--- src/rtl/trig_gate_pkg.sv ---
package trig_gate_pkg;

    // Outcome of one sampled trigger
    typedef enum logic [1:0] {
        RSN_NONE    = 2'd0,
        RSN_BUSY    = 2'd1,
        RSN_FULL    = 2'd2,
        RSN_INHIBIT = 2'd3
    } reject_e;

endpackage

--- src/rtl/trig_reject_classify.sv ---
module trig_reject_classify
    import trig_gate_pkg::*;
(
    input  logic    trig_i,
    input  logic    busy_i,
    input  logic    full_i,
    input  logic    inhibit_i,
    output logic    issue_o,
    output reject_e reason_o
);

    always_comb begin
        issue_o  = 1'b0;
        reason_o = RSN_NONE;
        if (trig_i) begin
            if (inhibit_i) begin
                reason_o = RSN_INHIBIT;
            end else if (full_i) begin
                reason_o = RSN_FULL;
            end else if (busy_i) begin
                reason_o = RSN_BUSY;
            end else begin
                issue_o = 1'b1;
            end
        end
    end

endmodule

--- src/rtl/holdoff_timer.sv ---
module holdoff_timer #(
    parameter int HOLD_W = 12
) (
    input  logic              clk,
    input  logic              rst_n,
    input  logic              load_i,
    input  logic [HOLD_W-1:0] len_i,
    output logic              busy_o
);

    logic [HOLD_W-1:0] remain_d, remain_q;

    always_comb begin
        remain_d = remain_q;
        if (load_i) begin
            remain_d = len_i;
        end else if (remain_q != '0) begin
            remain_d = remain_q - 1'b1;
        end
    end

    always_ff @(posedge clk) begin
        if (!rst_n) remain_q <= '0;
        else        remain_q <= remain_d;
    end

    assign busy_o = (remain_q != '0);


    holdoff_arm_chk: assert property (@(posedge clk) disable iff (!rst_n)
        (load_i && len_i != '0) |=> busy_o);


    holdoff_no_load_while_busy_chk: assert property (@(posedge clk) disable iff (!rst_n)
        busy_o |-> !load_i);

endmodule

--- src/rtl/sat_counter.sv ---
module sat_counter #(
    parameter int CNT_W = 16
) (
    input  logic             clk,
    input  logic             rst_n,
    input  logic             inc_i,
    output logic [CNT_W-1:0] count_o
);

    localparam logic [CNT_W-1:0] CNT_MAX = '1;

    logic [CNT_W-1:0] count_d, count_q;

    always_comb begin
        count_d = count_q;
        if (inc_i && count_q != CNT_MAX) count_d = count_q + 1'b1;
    end

    always_ff @(posedge clk) begin
        if (!rst_n) count_q <= '0;
        else        count_q <= count_d;
    end

    assign count_o = count_q;


    sat_hold_chk: assert property (@(posedge clk) disable iff (!rst_n)
        (count_o == CNT_MAX) |=> (count_o == CNT_MAX));


    sat_step_chk: assert property (@(posedge clk) disable iff (!rst_n)
        (count_o != CNT_MAX) |=> (count_o == $past(count_o) + CNT_W'(1)) || $stable(count_o));

endmodule

--- src/rtl/trig_accept_gate.sv ---
module trig_accept_gate
    import trig_gate_pkg::*;
#(
    parameter int HOLD_W = 12,
    parameter int TAG_W  = 5,
    parameter int KEY_W  = 56,
    parameter int CNT_W  = 16
) (
    input  logic              clk,
    input  logic              rst_n,
    input  logic              trig_i,
    input  logic              full_i,
    input  logic              inhibit_i,
    input  logic [HOLD_W-1:0] holdoff_i,
    output logic              accept_o,
    output logic [TAG_W-1:0]  tag_o,
    output logic [KEY_W-1:0]  key_o,
    output logic [CNT_W-1:0]  rej_busy_o,
    output logic [CNT_W-1:0]  rej_full_o,
    output logic [CNT_W-1:0]  rej_inhibit_o
);

    localparam int NUM_RSN = 3;

    typedef struct packed {
        logic             accept;
        logic [TAG_W-1:0] tag;
        logic [TAG_W-1:0] next_tag;
        logic [KEY_W-1:0] key;
        logic [KEY_W-1:0] clk_cnt;
    } gate_state_t;

    gate_state_t st_d, st_q;

    logic                busy;
    logic                issue;
    reject_e             reason;
    logic [NUM_RSN-1:0]  rej_inc;
    logic [CNT_W-1:0]    rej_cnt [NUM_RSN];

    trig_reject_classify u_classify (
        .trig_i    (trig_i),
        .busy_i    (busy),
        .full_i    (full_i),
        .inhibit_i (inhibit_i),
        .issue_o   (issue),
        .reason_o  (reason)
    );

    holdoff_timer #(.HOLD_W(HOLD_W)) u_holdoff (
        .clk    (clk),
        .rst_n  (rst_n),
        .load_i (issue),
        .len_i  (holdoff_i),
        .busy_o (busy)
    );

    // index 0 = busy, 1 = full, 2 = inhibit
    assign rej_inc[0] = (reason == RSN_BUSY);
    assign rej_inc[1] = (reason == RSN_FULL);
    assign rej_inc[2] = (reason == RSN_INHIBIT);

    for (genvar gi = 0; gi < NUM_RSN; gi++) begin : g_rej
        sat_counter #(.CNT_W(CNT_W)) u_cnt (
            .clk     (clk),
            .rst_n   (rst_n),
            .inc_i   (rej_inc[gi]),
            .count_o (rej_cnt[gi])
        );
    end

    always_comb begin
        st_d         = st_q;
        st_d.accept  = 1'b0;
        st_d.clk_cnt = st_q.clk_cnt + 1'b1;
        if (issue) begin
            st_d.accept   = 1'b1;
            st_d.tag      = st_q.next_tag;
            st_d.next_tag = st_q.next_tag + 1'b1;
            st_d.key      = st_q.clk_cnt;
        end
    end

    always_ff @(posedge clk) begin
        if (!rst_n) st_q <= '0;
        else        st_q <= st_d;
    end

    assign accept_o      = st_q.accept;
    assign tag_o         = st_q.tag;
    assign key_o         = st_q.key;
    assign rej_busy_o    = rej_cnt[0];
    assign rej_full_o    = rej_cnt[1];
    assign rej_inhibit_o = rej_cnt[2];


    accept_needs_trig_chk: assert property (@(posedge clk) disable iff (!rst_n)
        accept_o |-> $past(trig_i));


    accept_not_busy_chk: assert property (@(posedge clk) disable iff (!rst_n)
        accept_o |-> !$past(busy));


    accept_not_full_chk: assert property (@(posedge clk) disable iff (!rst_n)
        accept_o |-> !$past(full_i));


    accept_not_inhibit_chk: assert property (@(posedge clk) disable iff (!rst_n)
        accept_o |-> !$past(inhibit_i));


    tag_hold_chk: assert property (@(posedge clk) disable iff (!rst_n)
        !$stable(tag_o) |-> accept_o);


    key_hold_chk: assert property (@(posedge clk) disable iff (!rst_n)
        !$stable(key_o) |-> accept_o);


    one_reason_chk: assert property (@(posedge clk) disable iff (!rst_n)
        $onehot0(rej_inc) && !(issue && rej_inc != '0));

endmodule

--- config.mk ---
export PLATFORM = sky130hd
export DESIGN_NAME = trig_accept_gate
export DESIGN_NICKNAME = d
export VERILOG_FILES = /design/src/rtl/trig_gate_pkg.sv /design/src/rtl/trig_reject_classify.sv /design/src/rtl/holdoff_timer.sv /design/src/rtl/sat_counter.sv /design/src/rtl/trig_accept_gate.sv
export SDC_FILE = /design/constraint.sdc
export NUM_CORES = 1
export LEC_CHECK = 0
export ABC_CLOCK_PERIOD_IN_PS = 6420
export CORE_ASPECT_RATIO = 0.7
export CORE_MARGIN = 3
export CORE_UTILIZATION = 58
export DETAILED_ROUTE_END_ITERATION = 6
export PLACE_DENSITY = 0.93
export SYNTH_ARGS = -nofsm -noshare
export SYNTH_HDL_FRONTEND = slang
export SYNTH_SLANG_ARGS = --single-unit
export TNS_END_PERCENT = 1
--- constraint.sdc ---
create_clock -name clk -period 6.42 [get_ports clk]
set_input_delay 0.642 -clock clk [delete_from_list [all_inputs] [get_ports clk]]
set_output_delay 0.642 -clock clk [all_outputs]
set_load 0.005 [all_outputs]
==> flow_summary.ini <==
[power]
combPwrFrac_pct = 10.5
p_leak_uw = 0.00311
ir_drop_v = 0.000179
power_density_nw_per_um2 = 261
p_sw_share_pct = 24.9
internal_power_uw = 1900
clockPowerShare_pct = 42.0
seq_power_share_pct = 47.6
power_switching_uw = 629

[die]
io_pins = 127
chipHeight_um = 106
row_count = 35
fp.dieW_um = 148
core_area_um2 = 13500
initial_utilization_pct = 60.9
die_area_um2 = 15600

[logic_synthesis]
synth.area.top_cells = dfxtp_1 45%, nand2_1 7.3%, a21oi_1 6.6%, buf_4 5.7%, xor2_1 3.7%
synth_ff_type = dfxtp_1
synth.distinct_cells = 52
synth_top_area_cell = dfxtp_1
synthesis.area_um2 = 8210
synth_most_common_cell = dfxtp_1
synthCells = 994
ys_ff_latch = 183
synth_edf_count = 0
async_flop_share_pct = 0
ys.warnings.count = 0
synth.top_cell.area_share_pct = 44.6
avgSynthCellArea_um2 = 8.26
syn_nets = 1017
ys_seq_area_share_pct = 44.6
synth_common_cells = 183 x dfxtp_1, 160 x nand2_1, 109 x a21oi_1, 80 x nor2_1, 62 x buf_4

[clock_tree]
h-tree-depth = 4
post_cts_buffers = 0
clock_latency_ns = 0.42
cts_sinks = 183
cts_max_path_buffers = 2
cts_resized = 0
root_buffer = clkbuf_16
clk_pin_slew_ns = 0.06
cts_tree = done
cts-buffers-inserted = 17
postCtsHoldBufs = 0

[place]
placed_cell_area_um2 = 9080
dp_hpwl_mm = 12.7
post-place-ws_ns = 3.24
gp_congestion = 0.908
port_buffers = 126

[timing]
timing.fmax_mhz = 360
rsz0062_at_grt = false
hold_viol = 0
timing.final.crit_share_pct = 43.2
finalSetupViolations = 0
skew_ns = 0.00879
hold_ws_ns = 0.452
relSlewSlack_pct = 30.6
timing.setup.tns_ns = 0
period_minus_slack_ns = 2.77
fin_ws_ns = 3.65
worst_pin_slew_ns = 1.04
slew_viol_final = 0

[setup_path]
worst_path_max_delay_cell = inv_4
critPathCaptureType = register
path_delay_family = buffers and inverters
critical_path_class = in -> reg
slowest_delay_ns = 0.86
critPathBufInv = 3
cp_cell_sequence = clkdlybuf4s50_1 > inv_4 > buf_4 > nor2_1
crit_fanout = 106
cp.required_ns = 6.69
startpoint_type = input port
crit_arrival_ns = 3.05

[route]
drtAntennaViolNets = 0
firstDrtPassIters = 6
drtIter0Drc = 782
wl_mm = 19.2
drc = 0
dr_total_vias = 7168
routed.top_layer = met4
wl_met3_mm = 1.41
drt-met1-wl_mm = 9.01
wl_per_cell_um = 15.6
wl_met2_mm = 8.37
via_per_inst = 5.81

[finish]
final_area_um2 = 9700
final_nets = 1058
drive_gt1_share_pct = 4.87
num-fill-cells = 1001
n_antenna_cell = 0
areaGrowthSynthToFinish_pct = 18.1
final_core_util_pct = 71.9

[hold_path]
hold_class = reg -> reg

[global_routing]
grt_overflow = 0
grt_pass1_wl_mm = 31.7
track_usage_pct = 24.3
antenna_found_initial = 0
grt_start_max_net_pins = 107
grt_pass1_vias = 6603

[flow_run]
maxCapViolCount = 0

[status]
status = finished, final reports clean
==> power groups by stage <==
stage | clock network (µW) | registers, µW | logic [µW]
global placement | 0 | 1220 | 248
detailed placement | 0 | 1230 | 258
floorplan | 0 | 1220 | 206
CTS | 1070 | 1200 | 263
global route | 1120 | 1210 | 293
finish | 1060 | 1200 | 265
==> cells in the final DEF, fill, tap and decap left out, types with 7 or more instances in the layout <==
cell type | netlist | final
a211oi_1 | 8 | 8
a21oi_1 | 109 | 109
and2_1 | 7 | 7
and3_1 | 13 | 13
and4_1 | 15 | 15
clkbuf_16 | 0 | 17
clkdlybuf4s50_1 | 0 | 126
dfxtp_1 | 183 | 183
inv_1 | 8 | 8
nand2_1 | 160 | 159
nand3_1 | 44 | 44
nand4_1 | 39 | 39
nor2_1 | 80 | 80
nor3_1 | 15 | 15
nor4_1 | 16 | 16
o21ai_0 | 29 | 29
or3_1 | 31 | 31
xnor2_1 | 29 | 29
xor2_1 | 35 | 35
==> layer usage <==
| metal | vias up | track usage [%] |
|---|---|---|
| li1 | 3496 | - |
| met1 | 3339 | 35.3 |
| met2 | 292 | 35.8 |
| met3 | 41 | 4.38 |
| met4 | 0 | 9.23 |
| met5 | - | 0 |
==> worst paths after layout <==
path | start | endpoint | slack [ns] | depth (start not counted)
setup / recovery | rst_n | st_q[20] | 3.65 | 4
hold / removal | key_o[4] | key_o[4] | 0.45 | 2
setup reg to reg | st_q[2] | st_q[39] | 3.72 | 5
hold reg to reg | key_o[4] | key_o[4] | 0.45 | 2
==> cell families after synthesis <==
| kind of cell | after synthesis | share of synthesized area [%] |
|---|---|---|
| buffers and inverters | 119 | 8.58 |
| adders and majority gates | 6 | 0.914 |
| AOI/OAI and AO/OA | 172 | 11.5 |
| and+or+nand+nor | 448 | 27.3 |
| DFF | 183 | 44.6 |
| muxes | 2 | 0.244 |
| xor gates and xnor gates | 64 | 6.83 |
==> state kept, by name (all words and copies together), names as in the netlist <==
| signal | cells |
|---|---|
| u_holdoff.remain_q | 12 |
| g_rej.u_cnt.count_o | 48 |
| tag_o | 5 |
| key_o | 56 |
| st_q | 61 |
| accept_o | 1 |
==> worst register-to-register path, delay by kind of cell, from the launching register on <==
kind               cells  cell delay [ns]
and+or+nand+nor        4             2.03
DFF                    1             0.45
AOI/OAI and AO/OA      1             0.14
==> final cells by class <==
type	instances	area (µm²)	share of cell area [%]
flip-flops and latches	183	3660	37.8
well taps	185	231	2.39
repair buffers	132	1310	13.5
inverters	9	36.3	0.374
multi-input cells	692	3850	39.7
clock inverters	9	115	1.19
clock buffers	23	498	5.13
==> through the flow <==
step	cells	total power [µW]
floorplan	994	1420
global placement	1201	1470
detailed placement	1201	1490
CTS	1233	2540
global route	1233	2610
finish	1233	2530
No activity file was read; power rests on OpenSTA's default activity.
